===== config.mk =====
export PLATFORM = sky130hd
export DESIGN_NAME = ptp_fine_clock
export DESIGN_NICKNAME = d
export VERILOG_FILES = /design/src/rtl/ptp_tod_pkg.sv /design/src/rtl/ptp_tod_ctrl.sv /design/src/rtl/ptp_tod_datapath.sv /design/src/rtl/ptp_fine_clock.sv
export SDC_FILE = /design/constraint.sdc
export NUM_CORES = 1
export LEC_CHECK = 0
export ABC_AREA = 1
export BUFFER_PORTS_ARGS = -buffer_cell sky130_fd_sc_hd__buf_2
export CORE_MARGIN = 2
export CORE_UTILIZATION = 40
export CTS_CLUSTER_DIAMETER = 30
export DETAILED_ROUTE_END_ITERATION = 6
export GPL_TIMING_DRIVEN = 0
export PLACE_DENSITY = 0.58
export SYNTH_ARGS = -nofsm -noshare
export SYNTH_HDL_FRONTEND = slang
export SYNTH_SLANG_ARGS = --single-unit

===== constraint.sdc =====
create_clock -name clk -period 2 [get_ports clk]
set_input_delay 0.1 -clock clk [delete_from_list [all_inputs] [get_ports clk]]
set_output_delay 0.1 -clock clk [all_outputs]
set_load 0.02 [all_outputs]

===== src/rtl/ptp_tod_pkg.sv =====
package ptp_tod_pkg;
  localparam int ACC_W  = 32;
  localparam int INC_W  = 8;
  localparam int SEC_W  = 32;
  localparam int SUB_W  = 31;
  localparam int ADDR_W = 3;
  localparam int DATA_W = 32;

  localparam logic [ADDR_W-1:0] ADR_ADDEND = 3'd0;
  localparam logic [ADDR_W-1:0] ADR_INCR   = 3'd1;
  localparam logic [ADDR_W-1:0] ADR_SECSH  = 3'd2;
  localparam logic [ADDR_W-1:0] ADR_SUBSH  = 3'd3;
  localparam logic [ADDR_W-1:0] ADR_INIT   = 3'd4;

  typedef struct packed {
    logic ldAddend;
    logic ldIncr;
    logic ldSecShadow;
    logic ldSubShadow;
    logic initTime;
  } todStrobe_t;
endpackage


===== src/rtl/ptp_tod_ctrl.sv =====
module ptp_tod_ctrl
  import ptp_tod_pkg::*;
(
  input  logic              wrEn,
  input  logic [ADDR_W-1:0] wrAddr,
  output todStrobe_t        strobe
);
  always_comb begin
    strobe             = '0;
    strobe.ldAddend    = wrEn && (wrAddr == ADR_ADDEND);
    strobe.ldIncr      = wrEn && (wrAddr == ADR_INCR);
    strobe.ldSecShadow = wrEn && (wrAddr == ADR_SECSH);
    strobe.ldSubShadow = wrEn && (wrAddr == ADR_SUBSH);
    strobe.initTime    = wrEn && (wrAddr == ADR_INIT);
  end
endmodule


===== src/rtl/ptp_tod_datapath.sv =====
module ptp_tod_datapath
  import ptp_tod_pkg::*;
(
  input  logic              clk,
  input  logic              rstN,
  input  todStrobe_t        strobe,
  input  logic [DATA_W-1:0] wrData,
  output logic [SEC_W-1:0]  secOut,
  output logic [SUB_W-1:0]  subOut,
  output logic              tickOut
);
  logic [ACC_W-1:0] addendReg;
  logic [ACC_W-1:0] accReg;
  logic [INC_W-1:0] incReg;
  logic [SEC_W-1:0] secShadow;
  logic [SUB_W-1:0] subShadow;
  logic [SEC_W-1:0] secReg;
  logic [SUB_W-1:0] subReg;
  logic             tickReg;

  logic [ACC_W:0]   accSum;
  logic             carry;
  logic [SUB_W:0]   subSum;
  logic             wrapNeeded;

  assign accSum     = {1'b0, accReg} + {1'b0, addendReg};
  assign carry      = accSum[ACC_W];
  assign subSum     = {1'b0, subReg} + (SUB_W+1)'(incReg);
  assign wrapNeeded = subSum[SUB_W];

  // Software-visible configuration
  always_ff @(posedge clk) begin
    if (!rstN) begin
      addendReg <= '0;
      incReg    <= '0;
      secShadow <= '0;
      subShadow <= '0;
    end else begin
      if (strobe.ldAddend)    addendReg <= wrData[ACC_W-1:0];
      if (strobe.ldIncr)      incReg    <= wrData[INC_W-1:0];
      if (strobe.ldSecShadow) secShadow <= wrData[SEC_W-1:0];
      if (strobe.ldSubShadow) subShadow <= wrData[SUB_W-1:0];
    end
  end

  // Accumulator and time of day
  always_ff @(posedge clk) begin
    if (!rstN) begin
      accReg  <= '0;
      secReg  <= '0;
      subReg  <= '0;
      tickReg <= 1'b0;
    end else if (strobe.initTime) begin
      accReg  <= '0;
      secReg  <= secShadow;
      subReg  <= subShadow;
      tickReg <= 1'b0;
    end else begin
      accReg  <= accSum[ACC_W-1:0];
      tickReg <= carry;
      if (carry) begin
        subReg <= subSum[SUB_W-1:0];
        if (wrapNeeded) secReg <= secReg + SEC_W'(1);
      end
    end
  end

  assign secOut  = secReg;
  assign subOut  = subReg;
  assign tickOut = tickReg;

  AST_HOLD_NO_TICK: assert property (@(posedge clk) disable iff (!rstN)
    (!carry && !strobe.initTime) |=> ($stable(secReg) && $stable(subReg) && !tickReg));

  AST_SEC_STEP: assert property (@(posedge clk) disable iff (!rstN)
    (!strobe.initTime) |=> (secReg == $past(secReg) || (tickReg && secReg == $past(secReg) + SEC_W'(1))));

  AST_INIT_LOAD: assert property (@(posedge clk) disable iff (!rstN)
    strobe.initTime |=> (accReg == '0 && !tickReg && secReg == $past(secShadow) && subReg == $past(subShadow)));

  AST_ZERO_INC: assert property (@(posedge clk) disable iff (!rstN)
    (incReg == '0 && !strobe.initTime) |=> ($stable(secReg) && $stable(subReg)));

  AST_ADDEND_KEEP: assert property (@(posedge clk) disable iff (!rstN)
    (strobe.ldAddend && !strobe.initTime && !carry) |=> (accReg != '0 || $past(accReg) == '0 || $past(accSum[ACC_W-1:0]) == '0));
endmodule


===== src/rtl/ptp_fine_clock.sv =====
module ptp_fine_clock
  import ptp_tod_pkg::*;
(
  input  logic        clk,
  input  logic        rstN,
  input  logic        wrEn,
  input  logic [2:0]  wrAddr,
  input  logic [31:0] wrData,
  output logic [31:0] seconds,
  output logic [30:0] subSeconds,
  output logic        tickPulse
);
  todStrobe_t strobe;

  ptp_tod_ctrl i_ctrl (
    .wrEn   (wrEn),
    .wrAddr (wrAddr),
    .strobe (strobe)
  );

  ptp_tod_datapath i_dp (
    .clk     (clk),
    .rstN    (rstN),
    .strobe  (strobe),
    .wrData  (wrData),
    .secOut  (seconds),
    .subOut  (subSeconds),
    .tickOut (tickPulse)
  );
endmodule


---- Word level (Yosys, flattened, before mapping) ----
Index checks and enable logic that the tools add are counted.
storage, ports and cells
  bits in registers ....................... 199
  input bits .............................. 38
  output and inout bits ................... 64
  word-level logic and storage cells ...... 31
cells by class
  $add $sub $neg .......................... 3
  equal/unequal tests ..................... 4
  muxes and demuxes ....................... 5
  bitwise operators ....................... 1
  reduce and logical (&&, ||, !) cells .... 10
operators by type and width
  kind                     count
  $mux W32                 3
  $mux W31                 2
  $add A32 B32 Y33         1
  $add A31 B8 Y32          1
  $add A32 B1 Y32 const B  1
  $eq A3 B2 Y1 const B     2
  $logic_and A1 B1 Y1      5
  $reduce_bool A2 Y1       2
  $eq A3 B1 Y1 const B     1
  $eq A3 B3 Y1 const B     1
  $logic_not A3 Y1         1
  $reduce_and A2 Y1        1
  $reduce_or A2 Y1         1
  $not A1 Y1               1

---- Longest topological paths before layout ----
Gate-level depths: netlist (run 1).
  word-level depth ........................ 4
  gate-level depth with buffers ........... 15
  mapped depth without buffers ............ 15

---- Modules after synthesis ----
A second synthesis (run 1) with hierarchy kept.
second synthesis, totals
  cell total of the unflattened synthesis .. 1862
  area total of the unflattened synthesis .. 11507.3 µm²
by module, submodules not included
  module            instances  cells an instance  area an instance (µm²)  seq. area each (µm²)
  ptp_tod_datapath  1          1848               11452.2                 3983.8
  ptp_tod_ctrl      1          14                 55.1                    0.0

---- Worst setup path after synthesis (run 1) ----
OpenSTA, ideal clock, no wires.
  path kind ............................... register -> register
  start point ............................. reg i_dp.subReg[0] (netlist: i_dp.subOut[0])
  end point ............................... reg i_dp.subReg[24] (netlist: i_dp.subOut[24])
  library setup time ...................... 0.058 ns
  arrival time ............................ 2.009 ns
  data required time ...................... 1.942 ns
  path slack .............................. -0.067 ns
  stages on the path, launching flop included .. 14
  buffers on the path ..................... 0
  clock period less this slack ............ 2.067 ns
  cells stage by stage .................... dfxtp_1 -> ha_1 -> inv_1 -> fa_1 -> inv_1 -> nand3_1 -> nand3_1 -> nand3_1 -> nand2_1 -> nand2_1 -> nor2_1 -> xor2_1 -> nand2_1 -> nand2_1
between the ends
  longest elaborated chain between the ends .. 3
RTL lines
  what                    RTL line                source
  from (decl)             ptp_tod_datapath.sv:18  logic [SUB_W-1:0] subReg;
  from (signal assigned)  ptp_tod_datapath.sv:56  subReg <= subShadow;
  from (signal assigned)  ptp_tod_datapath.sv:62  subReg <= subSum[SUB_W-1:0];
  $add A31 B8 Y32         ptp_tod_datapath.sv:28  assign subSum = {1'b0, subReg} + (SUB_W+1)'(incReg);
  $mux W31                ptp_tod_datapath.sv:61  if (carry) begin
  $mux W31                ptp_tod_datapath.sv:53  end else if (strobe.initTime) begin
No other way between the ends. The select of a mux whose other input is x is not followed.
A chain may end at the register's enable or synchronous reset.

---- Worst setup path after layout (run 1) ----
  start point ............................. reg i_dp.addendReg[0]
  end point ............................... reg i_dp.secReg[20] (netlist: i_dp.secOut[20])
between the ends
  longest elaborated chain between the ends .. 3
RTL lines
  what                          RTL line                source
  from (decl)                   ptp_tod_datapath.sv:12  logic [ACC_W-1:0] addendReg;
  from (signal assigned)        ptp_tod_datapath.sv:39  if (strobe.ldAddend) addendReg <= wrData[ACC_W-1:0];
  $add A32 B32 Y33              ptp_tod_datapath.sv:26  assign accSum = {1'b0, accReg} + {1'b0, addendReg};
  $reduce_bool A2 Y1 (no line)  -
  $reduce_and A2 Y1 (no line)   -
  to (signal assigned)          ptp_tod_datapath.sv:55  secReg <= secShadow;
  to (signal assigned)          ptp_tod_datapath.sv:63  if (wrapNeeded) secReg <= secReg + SEC_W'(1);
  to (decl)                     ptp_tod_datapath.sv:17  logic [SEC_W-1:0] secReg;
No other way between the ends.

==> impl_results.md, run 1 <==
* Routed length per placed instance at between 15 and 20 um
* Final WL at 41000 um
* Rel. slew slack at 39.6%
* Max-slew violation count at 0
* Fmax at 0.462 GHz
* CTS clk-pin slew, worst paths at 0.07 ns
* Vias in the first global route at roughly 11000
* Die Y at 175 um
* Seq/Total Area, Yosys at 33.9%
* Port buffer count at 101
* Nets at 2077
* Cell taking the most area after synthesis: dfxtp_1
* Crit path max fanout at 6
* DP Worst Slack at -0.472 ns
* Placement Rows at a little over 60
* Synth cell types at 42
* Worst-Skew Late Latency at approximately 0.45 ns
* RePlAce Congestion at 0.935
* Synth warn at 0
* Final setup viols at between 60 and 70
* CP Class: flip-flop to flip-flop
* Ratio of cells with drive above 1 in the final layout at 20.1%
* Power per cell area at 575 mW/mm^2
* Reg2reg setup slack at -0.16 ns
* Most common library cells after synthesis: 534 x nand2_1, 287 x nor2_1, 199 x dfxtp_1
* Mux contribution to synthesized area at 0%
* Area of the multi-input gates at 0.00754 sq mm
* Top-count cell post-synth: nand2_1
* First-pass GRT wire length at about 62000 um
* Number of synthesized flops with an enable pin at 0
* Detailed Place HPWL at 31800 um
* GRT Util Overall at a little over a quarter
* Cts bufs inserted at 17
* Util after Layout at 50.3%
* Flop and latch count out of synthesis at 199
* Drt drc at 0
* Total grt overflow at 0
* Post-synth ARST share at 0%
* Data arrival, critical path at 2.53 ns
* Overall power at between 8 and 9 mW
* Initial antenna violation count at 0
* Die ar. at approximately 0.03 sq mm
* RSZ-0062 raised after global routing: true
* Root Buffer: clkbuf_16
* Top_reg_cell synth: dfxtp_1
* Top cells by area, synth: dfxtp_1 34%, nand2_1 17%, nor2_1 9.2%, o21ai_0 5.8%, a21oi_1 5.7%
* Worst reg2reg path startpoint: i_dp.addendReg[0]$_SDFFE_PN0P_
* Antenna viol nets, final at 0
* Vias at 12400
* Peak VDD IR at 0.614 mV
* Hold Vio Cnt, Final at 0
* Clk buf depth at 2
* Max-cap violations at 0
* Status: finished, violations left
* Worst-Margin Slew at 0.906 ns
* P_leak at roughly 5.9 nW
* Main combinational cell family by area after synthesis: simple AND/OR/NAND/NOR gates
* Final Non-Filler Cells at 2393
* Worst hold path type: primary input to flip-flop
* First-pass iteration count of the detailed router at 5
* Clk_skew at around 0.014 ns
* Core Box Area at 0.0288 sq mm
* Synth Area in Simple Gates at 37.4%
* Synth Instances at 1842
* Htree depth at 4
* Antenna fix cells at 0
* Crit end category: flip-flop
* Worst setup SP type: flip-flop
* Post-placement cell count at 2327
* Die width at 175 um
* Area delta synth->final at 23.2%
* Compound-Gate Fraction of Synth Area at 14.3%
* Post-DR vias/cell at 5.19
* Synth top area share at 33.9%
* Synth Area in Adders at 4.71%
* Post-Synth XOR/XNOR Area at under 10%
* FILL cells at 3006
* Critical path origin: i_dp.addendReg[0]$_SDFFE_PN0P_
* Initial Util at 40.8%
* CTS tree: built
* Largest net degree at the start of global routing at 20
* Failing checks: setup timing
* Tmin final at ~2.2 ns
* Mapped Area at 0.0117 sq mm
* Syn Area/Cell at ~6.4 sq um
* Clock Sinks at 199
* PnR worst setup slack at -0.163 ns
* Syn_nets at 1923
* Worst endpoint required time at 2.37 ns
* Starting DRC count in detailed routing at approximately 1100
* Hold_sp: wrData[16]
* FF+latch area at roughly 0.0040 sq mm
* Fin crit share at 108%
* IO Pins at 102
==> flip-flops by register name, indices dropped and copies added (netlist names) <==
name            flops
i_dp.secShadow     32
i_dp.secOut        32
i_dp.accReg        32
i_dp.tickOut        1
i_dp.subShadow     31
i_dp.subOut        31
i_dp.incReg         8
i_dp.addendReg     32
==> per-layer routing <==
layer	routed length [um]	global-route usage (%)	part of all wire, %	vias to the layer above
li1	-	-	-	6229
met1	19600	37.3	48	5784
met3	2420	3.20	5.9	48
met4	677	6.77	1.7	0
met5	0	0	0	-
met2	18300	41.3	45	352
==> path summary, 6_finish.rpt <==
check,end,cells after the start
worst max register to register,i_dp.secOut[20]$_SDFFE_PN0P_,15
worst min-delay path,i_dp.secShadow[16]$_SDFFE_PN0P_,3
worst min register to register,i_dp.subShadow[7]$_SDFFE_PN0P_,2
worst max-delay path,i_dp.secOut[20]$_SDFFE_PN0P_,15
==> layout make-up <==
type	instances	share of cell area [%]
clock buffers	17	2.94
well taps	384	3.32
repair buffers	135	5.87
flip-flops and latches	199	27.7
clock inverters	15	0.977
inverters	160	4.15
multi-input cells	1417	52.1
plain buffers	66	2.91
==> layout by cell type (no fill, tap or decap), drive strengths merged, types with 3 or more instances in the layout <==
| cell | n |
|---|---|
| nand2 | 564 |
| nor2 | 295 |
| dfxtp | 199 |
| inv | 165 |
| a21oi | 156 |
| buf | 148 |
| o21ai | 141 |
| nand3 | 114 |
| clkbuf | 58 |
| ha | 41 |
| nor3 | 20 |
| nand4 | 17 |
| nand3b | 15 |
| xor2 | 14 |
| dlygate4sd3 | 12 |
| or2 | 12 |
| xnor2 | 8 |
| clkinv | 8 |
| o21bai | 5 |
| a21o | 4 |
| o21a | 3 |
==> cell families after synthesis <==
logic type	count (synthesis)
compound gates	311
xor+xnor	22
fa+ha+maj	43
buf+inv	226
flops	199
simple gates	1041
==> worst max-delay path: stages (launching register included) <==
cell and delay, ns:
dfxtp_2 0.34, ha_4 0.17, fa_2 0.35, nand2_2 0.08, nand2_2 0.06, nand3_2 0.06
nand2_2 0.08, nand2_2 0.09, nand2_4 0.08, nand2_8 0.09, nand3_4 0.10, buf_12 0.17
nand2_8 0.09, buf_6 0.14, nand2_2 0.06, a21oi_2 0.13
==> power breakdown <==
part	internal (mW)	switching [mW]	leakage (nW)	total, mW
Clock	1.65	1.76	0.274	3.41
Sequential	4.06	0.0740	1.62	4.14
Combinational	0.278	0.493	4.01	0.772
==> per-stage QoR <==
step           hold WS, ns  TNS (ns)  cell area, sq um
2_1_floorplan        0.235         0             11800
3_3_place_gp         0.413    -23.13             12700
3_5_place_dp         0.412    -24.01             12700
4_1_cts           0.000945    -10.09             13900
5_1_grt            0.00132    -14.36             14500
6_report           0.00895     -7.49             14500
==> what timing repair did <==
action,in CTS,in global routing
setup buffers,13,6
hold buffers,12,0
endpoints found under the setup margin,71,85
resized for setup,66,129
endpoints found under the hold margin,20,0
cloned,3,0
pin swaps,14,23
Power figures use the tool's default switching activity.
==> run 2, diff against run 1 <==
--- a/config.mk
+++ b/config.mk
@@ -9,10 +9,11 @@
 export BUFFER_PORTS_ARGS = -buffer_cell sky130_fd_sc_hd__buf_2
 export CORE_MARGIN = 2
 export CORE_UTILIZATION = 40
+export CTS_BUF_LIST = sky130_fd_sc_hd__clkbuf_8
 export CTS_CLUSTER_DIAMETER = 30
 export DETAILED_ROUTE_END_ITERATION = 6
 export GPL_TIMING_DRIVEN = 0
-export PLACE_DENSITY = 0.58
+export PLACE_DENSITY = 0.56
 export SYNTH_ARGS = -nofsm -noshare
 export SYNTH_HDL_FRONTEND = slang
 export SYNTH_SLANG_ARGS = --single-unit
==> constraint.sdc (replaced) <==
create_clock -name clk -period 2.7 [get_ports clk]
set_input_delay 0.135 -clock clk [delete_from_list [all_inputs] [get_ports clk]]
set_output_delay 0.135 -clock clk [all_outputs]
set_load 0.02 [all_outputs]
==> run 2 against run 1 <==
Net effect: final cell count shrank 0.13%; power shrank 33%; die area is the same; largest cell class unchanged; critical endpoint is now i_dp.subOut[2]$_SDFFE_PN0P_; count of clock-buffer cells in the layout did not move; cell area down 7.1%; setup slack better by 0.37 ns; the flow now finishes without violations.
==> impl_results.md, run 2 (same netlist as run 1, synthesis figures left out) <==
* Status: complete, no violations
* Nets at 2074 (-0.14%)
* Antenna fix cells at 0 (unchanged)
* Most used routing layer: met2
* WP depth at 14 (-1)
* Met2 GRT Util at 40.6% (-0.74 points)
* Initial antenna violation count at 0 (unchanged)
* Met3 GRT Util at 4.31% (+1.1 points)
* RSZ-0062 raised after global routing: false
* Worst endpoint required time at 3.05 ns (+0.68 ns)
* Fmax at 0.401 GHz (-13%)
* Fin crit share at 92.5% (-16 points)
* Clk_skew at 0.0227 ns (+0.00850 ns)
* Crit path max-delay family: simple AND/OR/NAND/NOR gates
* Final WL at 40100 um (-2.3%)
* Clock Sinks at 199 (unchanged)
* Setup TNS at 0 ns (+7.49 ns)
* RePlAce Congestion at 0.948 (+1.3%)
* Crit end category: flip-flop
* Data arrival, critical path at 2.85 ns (+0.32 ns)
* Vias at 12300 (-0.82%)
* Tmin final at 2.50 ns (+0.334 ns)
* Drt drc at 0 (unchanged)
* Die Y at 175 um (unchanged)
* First-pass GRT wire length at 61500 um (-0.78%)
* First-pass iteration count of the detailed router at 5 (unchanged)
* Slowest CP cell: fa_1
* Most common cell after layout, fill and taps aside: nand2_1
* IO Pins at 102 (unchanged)
* Met1 usage at 36.8% (-0.55 points)
* Power per cell area at 416 mW/mm^2 (-28%)
* Post-DR vias/cell at 5.15 (-0.70%)
* Peak VDD IR at 0.247 mV (-60%)
* Worst-Margin Slew at 0.873 ns (-0.0331 ns)
* Root Buffer: clkbuf_8
* Clk buf depth at 2 (unchanged)
* Core Box Area at 0.0288 sq mm (unchanged)
* R2R cell count at 14 (-1)
* CP bufs+invs at 2 (unchanged)
* P_leak at 5.80 nW (-1.8%)
* CTS tree: built
* Die ar. at 0.0307 sq mm (unchanged)
* CTS clk-pin slew, worst paths at 0.11 ns (+0.04 ns)
* Starting DRC count in detailed routing at 983 (-14%)
* Setup bufs post-CTS at 0 (-13)
* Rel. slew slack at 41.8% (+2.2 points)
* Initial Util at 40.8% (unchanged)
* Worst setup SP type: flip-flop
* Max-slew violation count at 0 (unchanged)
* FF+latch area at 0.00398 sq mm (-0.53%)
* Util after Layout at 46.7% (-3.6 points)
* Cts bufs inserted at 17 (unchanged)
* Max-cap violations at 0 (unchanged)
* Detailed Place HPWL at 31900 um (+0.33%)
* Final hold slack at 0.0765 ns (+0.0675 ns)
* Critical-path cell list: ha_2 -> fa_1 -> nand2_1 -> nand2_1 -> nand3_1 -> nand2_1 -> nand2_1 -> nand2_2 -> nand2_4 -> nand3_4 -> buf_6 -> buf_6 -> o21ai_1 -> a21oi_1
* Hold depth at 3 (unchanged)
* Port buffer count at 101 (unchanged)
* Overall power at 5.59 mW (-33%)
* Antenna viol nets, final at 0 (unchanged)
* FILL cells at 3124 (+3.9%)
* Hold Vio Cnt, Final at 0 (unchanged)
* Crit path max fanout at 10 (+4)
* Worst-Skew Late Latency at 0.49 ns (+0.04 ns)
* Total grt overflow at 0 (unchanged)
* Area of the multi-input gates at 0.00683 sq mm (-9.4%)
* Area delta synth->final at 14.4%
* Most used cell, CP: nand2_1
* Worst hold path type: primary input to flip-flop
* GRT Util Overall at 26.0% (-0.080 points)
* Placement Rows at 62 (unchanged)
* Htree depth at 4 (unchanged)
* Die width at 175 um (unchanged)
* CP Class: flip-flop to flip-flop
* Commonest cells after routing, fill and taps aside: 533 x nand2_1, 287 x nor2_1, 199 x dfxtp_1
* Largest net degree at the start of global routing at 20 (unchanged)
* CP max stage delay at 0.38 ns (+0.03 ns)
* Vias in the first global route at 11100 (-0.99%)
* Routed length per placed instance at 16.8 um (-2.2%)
* Final setup viols at 0 (-100%)
* Ratio of cells with drive above 1 in the final layout at 12.2% (-7.9 points)
[run 2: cell types whose count changed in the layout (fill, tap and decap cells not counted), moves of 10 or more]
cell,previous run,this run
ha_2,13,1
a21oi_2,48,21
dfxtp_1,186,199
clkbuf_8,0,17
nand2_2,51,29
nand2_1,500,533
dfxtp_2,11,0
ha_4,21,0
clkbuf_16,17,0
dlygate4sd3_1,12,31
ha_1,7,40
a21oi_1,104,134
nand3_1,95,105
[run 2: worst paths after layout]
path                                         from                              end  slack (ns)
setup / recovery   i_dp.addendReg[0]$_SDFFE_PN0P_      i_dp.subOut[2]$_SDFFE_PN0P_        0.20
hold / removal                          wrData[1]      i_dp.incReg[1]$_SDFFE_PN0P_        0.08
setup reg to reg   i_dp.addendReg[0]$_SDFFE_PN0P_      i_dp.subOut[2]$_SDFFE_PN0P_        0.20
hold reg to reg   i_dp.subShadow[17]$_SDFFE_PN0P_  i_dp.subShadow[17]$_SDFFE_PN0P_        0.45
[run 2: worst reg2reg max path: stages (launching register included)]
cell and delay [ns]:
dfxtp_1 0.33, ha_2 0.21, fa_1 0.38, nand2_1 0.09, nand2_1 0.09, nand3_1 0.11
nand2_1 0.10, nand2_1 0.11, nand2_2 0.11, nand2_4 0.15, nand3_4 0.13, buf_6 0.20
buf_6 0.17, o21ai_1 0.10, a21oi_1 0.08
[run 2: area by class of cell]
cell class	instances	share of cell area [%]
Clock inverter	15	1.17
Inverter	160	4.47
Buffer	66	2.49
Multi-Input combinational cell	1417	50.8
Sequential cell	199	29.6
Tap cell	384	3.58
Timing Repair Buffer	132	6.07
Clock buffer	17	1.74
[run 2: power breakdown]
group | internal [mW] | switching, mW
Combinational | 0.181 | 0.355
Clock | 0.776 | 1.22
Sequential | 3.01 | 0.0421
Total | 3.97 | 1.62
[run 2: per-stage QoR]
step	setup WS, ns	std cells	instance area [sq um]
floorplan	0.633	1842	11700
global placement	0.121	2327	12700
detailed placement	0.141	2327	12700
CTS	0.136	2390	13400
global route	0.0247	2390	13400
finish	0.203	2390	13400
[run 2: timing repair]
action / CTS / global route
gates resized for setup: 0 / 2
endpoints found under the setup margin: 0 / 2
hold endpoints to repair: 61 / 0
hold buffers: 31 / 0
[run 2: routing by layer]
| metal | part of all wire [%] | vias up |
|---|---|---|
| met5 | 0 | - |
| met2 | 43 | 377 |
| met4 | 2.1 | 0 |
| met3 | 7.0 | 53 |
| li1 | - | 6211 |
| met1 | 48 | 5670 |
==> run 3, diff against run 2 <==
==> constraint.sdc (replaced) <==
create_clock -name clk -period 2.38 [get_ports clk]
set_input_delay 0.119 -clock clk [delete_from_list [all_inputs] [get_ports clk]]
set_output_delay 0.119 -clock clk [all_outputs]
set_load 0.02 [all_outputs]
==> run 3 against run 2 <==
Net effect: highest routed layer unchanged; critical path depth down 3; the run now ends with DRC left; via count up 0.76%; hold slack worse by 0.019 ns; count of clock-buffer cells in the layout unchanged.
==> impl_results.md, run 3 (same netlist as run 1, synthesis figures left out) <==
* Status: finished, violations left
* Failing checks: DRC
* Fmax at 0.440 GHz (+9.9%)
* Initial Util at 40.8% (unchanged)
* Nets at 2082 (+0.39%)
* Clk buf depth at 2 (unchanged)
* Ratio of cells with drive above 1 in the final layout at 14.0% (+1.8 points)
* Drt drc at 3 (+3)
* Vias at 12400 (+0.76%)
* Max-slew violation count at 0 (unchanged)
* Final WL at 40300 um (+0.58%)
* GRT Util Overall at 26.0% (+0.088 points)
* Worst-Margin Slew at 0.894 ns (+0.0207 ns)
* CTS tree: built
* Starting DRC count in detailed routing at 862 (-12%)
* Largest net degree at the start of global routing at 20 (unchanged)
* Tmin final at 2.27 ns (-0.226 ns)
* DP Worst Slack at -0.179 ns (-0.320 ns)
* Die Y at 175 um (unchanged)
* IO Pins at 102 (unchanged)
* Clk_skew at 0.0231 ns (+0.000403 ns)
* Crit path max fanout at 10 (unchanged)
* Setup TNS at 0 ns (unchanged)
* Detailed Place HPWL at 31900 um (unchanged)
* First-pass GRT wire length at 61800 um (+0.40%)
* P_leak at 5.83 nW (+0.40%)
* Core Box Area at 0.0288 sq mm (unchanged)
* Htree depth at 4 (unchanged)
* Max-cap violations at 0 (unchanged)
* Design area at 0.0137 sq mm (+1.6%)
* RePlAce Congestion at 0.948 (unchanged)
* Antenna fix cells at 0 (unchanged)
* RSZ-0062 raised after global routing: true
* Final setup viols at 0 (unchanged)
* Vias in the first global route at 11200 (+0.38%)
* Rel. slew slack at 40.4% (-1.4 points)
* Crit end category: flip-flop
* First-pass iteration count of the detailed router at 7 (+2)
* Worst endpoint required time at 2.73 ns (-0.32 ns)
* FILL cells at 3108 (-0.51%)
* Total grt overflow at 0 (unchanged)
* Clock Sinks at 199 (unchanged)
* Antenna viol nets, final at 0 (unchanged)
* Port buffer count at 101 (unchanged)
* Root Buffer: clkbuf_8
* Area delta synth->final at 16.3%
* Placement Rows at 62 (unchanged)
* Cts bufs inserted at 17 (unchanged)
* Routed length per placed instance at 16.8 um (+0.24%)
* CTS clk-pin slew, worst paths at 0.12 ns (about the same)
* Initial antenna violation count at 0 (unchanged)
* Peak VDD IR at 0.285 mV (+15%)
* Worst-Skew Late Latency at 0.50 ns (about the same)
* CP Class: flip-flop to flip-flop
* Util after Layout at 47.5% (+0.77 points)
* Post-DR vias/cell at 5.17 (+0.43%)
* Commonest cells after routing, fill and taps aside: 528 x nand2_1, 286 x nor2_1, 193 x dfxtp_1
* Most common cell after layout, fill and taps aside: nand2_1
* Placed Area at 0.0127 sq mm (unchanged)
* Worst hold path type: primary input to flip-flop
* PnR worst setup slack at 0.109 ns (-0.0942 ns)
* Worst setup SP type: flip-flop
* Fin crit share at 95.4% (+2.9 points)
* Die width at 175 um (unchanged)
* Data arrival, critical path at 2.63 ns (-0.22 ns)
* Die ar. at 0.0307 sq mm (unchanged)
* Overall power at 6.38 mW (+14%)
* Hold Vio Cnt, Final at 0 (unchanged)
* Power per cell area at 467 mW/mm^2 (+12%)
==> run 3: changes by cell type in the layout (fill, tap and decap cells not counted), sizes merged <==
cell,delta
buf,+8
==> run 3: stage by stage <==
step                      hold WS (ns)  cells
after floorplan                  0.254   1842
after global placement           0.434   2327
after detailed placement         0.436   2327
after CTS                       0.0265   2396
after global routing            0.0818   2398
final                           0.0575   2398
==> run 3: power breakdown <==
group	leakage [nW]	total (mW)	internal [mW]	switching (mW)
clock	0.205	2.29	0.880	1.41
sequential	1.62	3.47	3.42	0.0515
combinational	4.01	0.623	0.218	0.405
total	5.83	6.38	4.52	1.86
==> run 3: final timing paths <==
check	start	to	slack [ns]	cells past startpoint
setup / recovery	i_dp.accReg[29]$_SDFF_PP0_	i_dp.subOut[2]$_SDFFE_PN0P_	0.11	11
hold / removal	wrData[1]	i_dp.incReg[1]$_SDFFE_PN0P_	0.06	3
setup reg to reg	i_dp.accReg[29]$_SDFF_PP0_	i_dp.subOut[2]$_SDFFE_PN0P_	0.11	11
hold reg to reg	i_dp.subShadow[22]$_SDFFE_PN0P_	i_dp.subShadow[22]$_SDFFE_PN0P_	0.45	2
==> run 3: area by class of cell <==
| type | instances | area [sq um] | area share, % |
|---|---|---|---|
| plain buffers | 66 | 359 | 2.63 |
| well taps | 384 | 480 | 3.52 |
| clock buffers | 17 | 234 | 1.71 |
| clock inverters | 15 | 158 | 1.15 |
| flip-flops and latches | 199 | 3990 | 29.2 |
| multi-input cells | 1417 | 6960 | 50.9 |
| inverters | 160 | 601 | 4.40 |
| repair buffers | 140 | 880 | 6.44 |
==> run 3: worst max-delay path: stages (launching register included) <==
cell	delay (ns)
dfxtp_1	0.35
ha_1	0.37
nand2_1	0.14
nor2_1	0.07
nand2_1	0.12
inv_1	0.08
a21oi_4	0.30
nand3_4	0.19
buf_12	0.20
buf_6	0.16
o21ai_2	0.07
a21oi_1	0.08
==> run 3: what timing repair did <==
item                                    CTS  global route
hold buffers                             31             0
resized for setup                        13            32
hold endpoints to repair                 71             0
endpoints found under the setup margin   57            59
pin swaps                                 4             7
setup buffers                             6             2
==> run 3: routing by layer <==
| metal | up-vias | share of wire (%) | global-route usage, % |
|---|---|---|---|
| li1 | 6227 | - | - |
| met1 | 5731 | 48 | 36.9 |
| met2 | 389 | 43 | 40.6 |
| met3 | 58 | 6.9 | 4.46 |
| met4 | 0 | 2.3 | 7.64 |
| met5 | - | 0 | 0 |
